### config.mk
export PLATFORM = sky130hd
export DESIGN_NAME = dac_lane_serializer
export DESIGN_NICKNAME = d
export VERILOG_FILES = /design/src/rtl/dac_ser_pkg.sv /design/src/rtl/dac_ser_lane_gain.sv /design/src/rtl/dac_ser_port_mux.sv /design/src/rtl/dac_ser_datapath.sv /design/src/rtl/dac_ser_ctrl.sv /design/src/rtl/dac_lane_serializer.sv
export SDC_FILE = /design/constraint.sdc
export NUM_CORES = 2
export LEC_CHECK = 0
export BUFFER_PORTS_ARGS = -buffer_cell sky130_fd_sc_hd__buf_2
export CAP_MARGIN = 20
export CORE_AREA = 2 2 337 339
export CTS_BUF_LIST = sky130_fd_sc_hd__clkbuf_16
export DETAILED_ROUTE_END_ITERATION = 7
export DIE_AREA = 0 0 339 341
export PLACE_DENSITY = 0.69
export SLEW_MARGIN = 20
export SYNTH_ARGS = -nofsm -noshare
export SYNTH_HDL_FRONTEND = slang
export SYNTH_SLANG_ARGS = --single-unit
### constraint.sdc
create_clock -name clk -period 6.6 [get_ports clk]
set_input_delay 0 -clock clk [delete_from_list [all_inputs] [get_ports clk]]
set_output_delay 0 -clock clk [all_outputs]
set_load 0.02 [all_outputs]
### src/rtl/dac_ser_pkg.sv
package dac_ser_pkg;
  localparam int SAMPLE_W = 11;
  localparam int GAIN_W   = 18;
  localparam int LANES    = 8;
  localparam int PORTS    = 2;
  localparam int SLOTS    = LANES / PORTS;
  localparam int SLOT_W   = $clog2(SLOTS);

  typedef struct packed {
    logic capture;     // lane-rate edge: sample inputs, load the port shifters
    logic groupValid;  // valid flag of the group held in the product registers
  } ctrl_t;
endpackage

### src/rtl/dac_ser_lane_gain.sv
module dac_ser_lane_gain
  import dac_ser_pkg::*;
#(
  parameter int SW = SAMPLE_W,
  parameter int GW = GAIN_W
) (
  input  logic          clk,
  input  logic          rst,
  input  logic          capture,
  input  logic [SW-1:0] sample,
  input  logic [GW-1:0] gain,
  output logic [SW-1:0] scaled
);
  localparam int PW   = SW + GW + 1;
  localparam int FRAC = GW - 1;
  localparam logic signed [PW-1:0] MAXV = PW'((1 << (SW - 1)) - 1);
  localparam logic signed [PW-1:0] MINV = -MAXV - PW'(1);
  localparam logic signed [PW-1:0] HALF = PW'(1) <<< (FRAC - 1);
  localparam logic [GW-1:0] UNITY = GW'(1) << FRAC;

  logic signed [PW-1:0] fullProd, roundedProd, shiftedProd;
  logic [SW-1:0] clamped;

  always_comb begin
    fullProd    = PW'($signed(sample)) * $signed({1'b0, gain});
    roundedProd = fullProd + HALF;
    shiftedProd = roundedProd >>> FRAC;
    if (shiftedProd > MAXV)      clamped = MAXV[SW-1:0];
    else if (shiftedProd < MINV) clamped = MINV[SW-1:0];
    else                         clamped = shiftedProd[SW-1:0];
  end

  always_ff @(posedge clk) begin
    if (rst)          scaled <= '0;
    else if (capture) scaled <= clamped;
  end

  assert_unity_gain_R3: assert property (@(posedge clk) disable iff (rst)
    (capture && gain == UNITY) |=> scaled == $past(sample));

  assert_sign_kept_R3: assert property (@(posedge clk) disable iff (rst)
    (capture && !sample[SW-1]) |=> !scaled[SW-1]);

  assert_clamp_low_R4: assert property (@(posedge clk) disable iff (rst)
    (capture && sample == {1'b1, {(SW-1){1'b0}}} && gain > UNITY)
      |=> scaled == {1'b1, {(SW-1){1'b0}}});
endmodule

### src/rtl/dac_ser_port_mux.sv
module dac_ser_port_mux
  import dac_ser_pkg::*;
#(
  parameter int SW    = SAMPLE_W,
  parameter int NSLOT = SLOTS
) (
  input  logic                clk,
  input  logic                rst,
  input  ctrl_t               ctrl,
  input  logic [NSLOT*SW-1:0] words,   // slot k in bits [k*SW +: SW]
  output logic [SW-1:0]       portOut
);
  logic [SW-1:0] stage [NSLOT];

  always_ff @(posedge clk) begin
    if (rst) begin
      for (int k = 0; k < NSLOT; k++) stage[k] <= '0;
    end else if (ctrl.capture) begin
      for (int k = 0; k < NSLOT; k++)
        stage[k] <= ctrl.groupValid ? words[k*SW +: SW] : '0;
    end else begin
      for (int k = 0; k < NSLOT - 1; k++) stage[k] <= stage[k+1];
      stage[NSLOT-1] <= '0;
    end
  end

  assign portOut = stage[0];

  assert_idle_zero_R8: assert property (@(posedge clk) disable iff (rst)
    (ctrl.capture && !ctrl.groupValid) |=> portOut == '0);
endmodule

### src/rtl/dac_ser_datapath.sv
module dac_ser_datapath
  import dac_ser_pkg::*;
(
  input  logic                    clk,
  input  logic                    rst,
  input  ctrl_t                   ctrl,
  input  logic [LANES*SAMPLE_W-1:0] samplesIn,
  input  logic [GAIN_W-1:0]       gainIn,
  output logic [PORTS*SAMPLE_W-1:0] portsOut
);
  logic [LANES*SAMPLE_W-1:0] scaledLanes;

  for (genvar l = 0; l < LANES; l++) begin : g_lane
    dac_ser_lane_gain #(.SW(SAMPLE_W), .GW(GAIN_W)) u_gain (
      .clk(clk), .rst(rst), .capture(ctrl.capture),
      .sample(samplesIn[l*SAMPLE_W +: SAMPLE_W]), .gain(gainIn),
      .scaled(scaledLanes[l*SAMPLE_W +: SAMPLE_W]));
  end

  for (genvar p = 0; p < PORTS; p++) begin : g_port
    logic [SLOTS*SAMPLE_W-1:0] portWords;
    for (genvar k = 0; k < SLOTS; k++) begin : g_slot
      assign portWords[k*SAMPLE_W +: SAMPLE_W] =
        scaledLanes[(k*PORTS + p)*SAMPLE_W +: SAMPLE_W];
    end
    dac_ser_port_mux #(.SW(SAMPLE_W), .NSLOT(SLOTS)) u_mux (
      .clk(clk), .rst(rst), .ctrl(ctrl), .words(portWords),
      .portOut(portsOut[p*SAMPLE_W +: SAMPLE_W]));
  end
endmodule

### src/rtl/dac_ser_ctrl.sv
module dac_ser_ctrl
  import dac_ser_pkg::*;
(
  input  logic  clk,
  input  logic  rst,
  input  logic  validIn,
  output ctrl_t ctrl,
  output logic  wordStrobe
);
  logic [SLOT_W-1:0] slotCnt;
  logic              heldValid;

  always_ff @(posedge clk) begin
    if (rst) begin
      slotCnt    <= '0;
      heldValid  <= 1'b0;
      wordStrobe <= 1'b0;
    end else begin
      slotCnt <= slotCnt + 1'b1;
      if (ctrl.capture) begin
        heldValid  <= validIn;
        wordStrobe <= heldValid;
      end else begin
        wordStrobe <= 1'b0;
      end
    end
  end

  always_comb begin
    ctrl.capture    = (slotCnt == SLOT_W'(SLOTS - 1));
    ctrl.groupValid = heldValid;
  end

  assert_strobe_single_R7: assert property (@(posedge clk) disable iff (rst)
    wordStrobe |=> !wordStrobe);

  assert_strobe_after_load_R5: assert property (@(posedge clk) disable iff (rst)
    $rose(wordStrobe) |-> $past(ctrl.capture));
endmodule

### src/rtl/dac_lane_serializer.sv
module dac_lane_serializer
  import dac_ser_pkg::*;
(
  input  logic                      clk,
  input  logic                      rst,
  input  logic [LANES*SAMPLE_W-1:0] samplesIn,
  input  logic                      validIn,
  input  logic [GAIN_W-1:0]         gainIn,
  output logic [SAMPLE_W-1:0]       dacPortA,
  output logic [SAMPLE_W-1:0]       dacPortB,
  output logic                      wordStrobe
);
  ctrl_t ctrl;
  logic [PORTS*SAMPLE_W-1:0] portsOut;

  dac_ser_ctrl u_ctrl (
    .clk(clk), .rst(rst), .validIn(validIn), .ctrl(ctrl), .wordStrobe(wordStrobe));

  dac_ser_datapath u_dp (
    .clk(clk), .rst(rst), .ctrl(ctrl), .samplesIn(samplesIn), .gainIn(gainIn),
    .portsOut(portsOut));

  assign dacPortA = portsOut[0 +: SAMPLE_W];
  assign dacPortB = portsOut[SAMPLE_W +: SAMPLE_W];

  assert_reset_quiet_R1: assert property (@(posedge clk)
    rst |=> (!wordStrobe && dacPortA == '0 && dacPortB == '0));
endmodule

==> results.cfg <==
[cts]
h-tree-depth = 4
postCtsSetupBuffers = 0
clockBufferDepth = 2
cts_sinks = 180
clk_latency_ps = 430
postCtsHoldBufs = 1
cts.clk_slew.worst_paths_ps = 70
numCtsBuffers = 17
cts_tree = done
cts_root_buffer = clkbuf_16
cts_resized = 0

[placed_design]
place_inst = 7670
place_area_mm2 = 0.0584
hpwl_um = 113000
place_congestion = 0.879
portBuffers = 131

[sta]
drv_slew = 0
finalCriticalPeriod_ps = 5970
rsz0062_at_grt = no
hold_viol = 0
timing.setup.tns_ps = 0
finClkSkew_ps = 10.1
worst_pin_slew_ps = 1010
fmax_ghz = 0.167
holdWs_ps = 56.5
relSlewSlack = 0.323
setup_viol = 0
finalCritPeriodShare = 0.905

[floorplanning]
pin_count = 132
rows = 123
dieArea_mm2 = 0.116
initial_core_util = 0.498
coreArea_mm2 = 0.112
die_x_um = 339
die_y_um = 341

[synthesis]
synth.area.mux_share = 0.00146
syn_area_per_cell_um2 = 9.00
synth_top_family_by_area = adder cells
synth_cells = 6189
synth_top_cells_by_area = fa_1 (41%), ha_1 (15%), inv_1 (9.2%), and2_1 (6.9%), nand2_1 (6.0%)
async_flop_share = 0
synthAdderAreaFrac = 0.558
synth_simple_gate_area_frac = 0.166
synth_top_cell_area_share = 0.408
syn_area_mm2 = 0.0557
synth_ff_type = dfxtp_1
synth_compound_area_frac = 0.0660
ys_seq_area_frac = 0.0766
synth-seq-cells = 180
synth-xor-area-share = 0.0181
yosysMostFrequentCell = inv_1
synth_cell_type_count = 81
yosysTopAreaCell = fa_1
netlist_top_cells_count = inv_1 (1,370), fa_1 (1,136), nand2_1 (895)
ys_warn_count = 0
synth_edf_count = 66

[finish]
stdcell_count = 7707
drive_above_1_share = 0.0487
syn2layout_area_growth_pct = 5.94
multi_input_area_mm2 = 0.0453
regArea_mm2 = 0.00426
design_area_mm2 = 0.0590
fillCellCount = 10200
nets = 8100
final_util = 0.527

[critical_path]
crit_required_ps = 6920
cp-end-kind = flip-flop
cp-start-kind = primary input
arrival_ps = 6290
critical_path_class = primary input to flip-flop
r2r_slack_ps = 3830
worst-path-max-fanout = 30

[routing]
ant_nets = 0
drt-wirelength-per-cell_um = 18.4
drc = 0
dr.pass1.iters = 6
drt-initial-drc-count = 2786
vias = 41100
drt-total-wl_um = 141000
avgViaCountPerCell = 5.33

[power]
swShare = 0.553
cellLeakagePower_nw = 30.5
power_switching_mw = 11.6
power.density_mw_per_mm2 = 356
ir_worst_vdd_v = 0.000355
pwr-share-comb = 0.889
p_int_mw = 9.39
pwr-share-seq = 0.065
pwr-share-clk = 0.046

[run]
cap_viol_max_count = 0

[min_path]
worstHoldPathType = primary input to flip-flop

[grt]
grt.overflow.total = 0
grt_first_pass_wirelength_um = 236000
grt_pass1_vias = 44700
grt_max_degree = 50
grt_usage = 0.254
antenna_found_initial = 15

[run_status]
status = complete, no violations
## layer usage
| metal | GRT usage | wire (µm) | up-vias | share of wire |
|---|---|---|---|---|
| li1 | - | - | 18600 | - |
| met1 | 0.322 | 57600 | 21100 | 0.41 |
| met2 | 0.453 | 70800 | 1146 | 0.50 |
| met3 | 0.0349 | 8820 | 241 | 0.062 |
| met4 | 0.0726 | 4160 | 20 | 0.029 |
| met5 | 0 | 125 | - | 0.00088 |
## sequential cells by signal, summed over array words and instances (netlist names)
signal / cells
u_ctrl.heldValid: 1
u_ctrl.slotCnt: 2
u_ctrl.wordStrobe: 1
u_dp.g_lane.u_gain.scaled: 88
u_dp.g_port.u_mux.stage: 88
## stage by stage
stage / power (mW) / setup slack [ps]
finish: 21.0 / 629
global route: 23.8 / 269
CTS: 21.1 / 638
detailed placement: 19.9 / 176
global placement: 19.5 / 385
floorplan: 15.0 / 688
## final cells by class
type	count	share of cell area
Multi-Input combinational cell	4376	0.768
Inverter	1370	0.0872
Sequential cell	180	0.0723
Tap cell	1500	0.0318
Timing Repair Buffer	245	0.0310
Clock buffer	18	0.00763
Clock inverter	14	0.00197
Antenna cell	4	0.000170
## placed cells by master, fill, tap and decap left out, types with 15 or more instances in the layout
cell / Yosys / layout
ha_1: 665 / 665
a21o_1: 62 / 62
inv_1: 1370 / 1370
xor2_1: 51 / 51
buf_4: 1 / 108
nor2_1: 149 / 147
nand2b_1: 67 / 66
o21ai_0: 40 / 40
edfxtp_1: 66 / 66
buf_12: 0 / 22
nand4_1: 15 / 15
a21oi_1: 109 / 109
fa_1: 1136 / 1136
a22o_1: 71 / 71
a211oi_1: 25 / 25
and3_1: 52 / 52
nor3_1: 19 / 19
buf_2: 2 / 114
conb_1: 1 / 66
xnor2_1: 62 / 62
nand2_1: 895 / 895
nand3_1: 31 / 31
dfxtp_1: 114 / 114
clkbuf_16: 0 / 18
and2_1: 616 / 615
nor2b_1: 16 / 16
a22oi_1: 18 / 18
a221o_1: 46 / 46
## critical path: stages
cell and delay [ps]:
buf_4 440, buf_4 260, nand2_1 90, fa_1 580
inv_1 60, fa_1 560, fa_1 430, fa_1 490
inv_1 50, fa_1 490, inv_1 50, ha_1 340
nand3_1 90, o221ai_1 230, a21boi_0 160, a211oi_2 470
a21oi_1 150, mux2i_1 320, mux2i_1 160, a221oi_2 340
a21oi_2 170, a221o_1 340
## power by group through the flow
stage / clock network [mW] / logic, mW / registers, mW
after global routing: 1.03 / 21.4 / 1.37
final: 0.972 / 18.7 / 1.36
after floorplan: 0 / 13.7 / 1.35
after global placement: 0 / 18.1 / 1.38
after CTS: 0.985 / 18.7 / 1.36
after detailed placement: 0 / 18.5 / 1.38
## worst paths after layout
check,cells past startpoint,startpoint,end
worst min-delay path,2,rst,u_ctrl.slotCnt[0]$_SDFF_PP0_
worst max register to register,7,u_ctrl.slotCnt[0]$_SDFF_PP0_,u_dp.g_port[0].u_mux.stage[0][1]$_DFFE_PP_
worst min register to register,1,u_ctrl.slotCnt[0]$_SDFF_PP0_,u_ctrl.slotCnt[0]$_SDFF_PP0_
worst max-delay path,22,gainIn[10],u_dp.g_lane[7].u_gain.scaled[7]$_SDFFE_PP0P_
## cell families (layout without fill, tap and decap cells)
kind of cell / count (synthesis) / count (layout)
mux: 8 / 8
simple gates: 1893 / 1893
compound gates: 494 / 494
xor+xnor: 114 / 114
flops: 180 / 180
fa+ha+maj: 1801 / 1801
other cells: 1 / 70
buf+inv: 1698 / 1647
(Power assumes the default switching activity.)
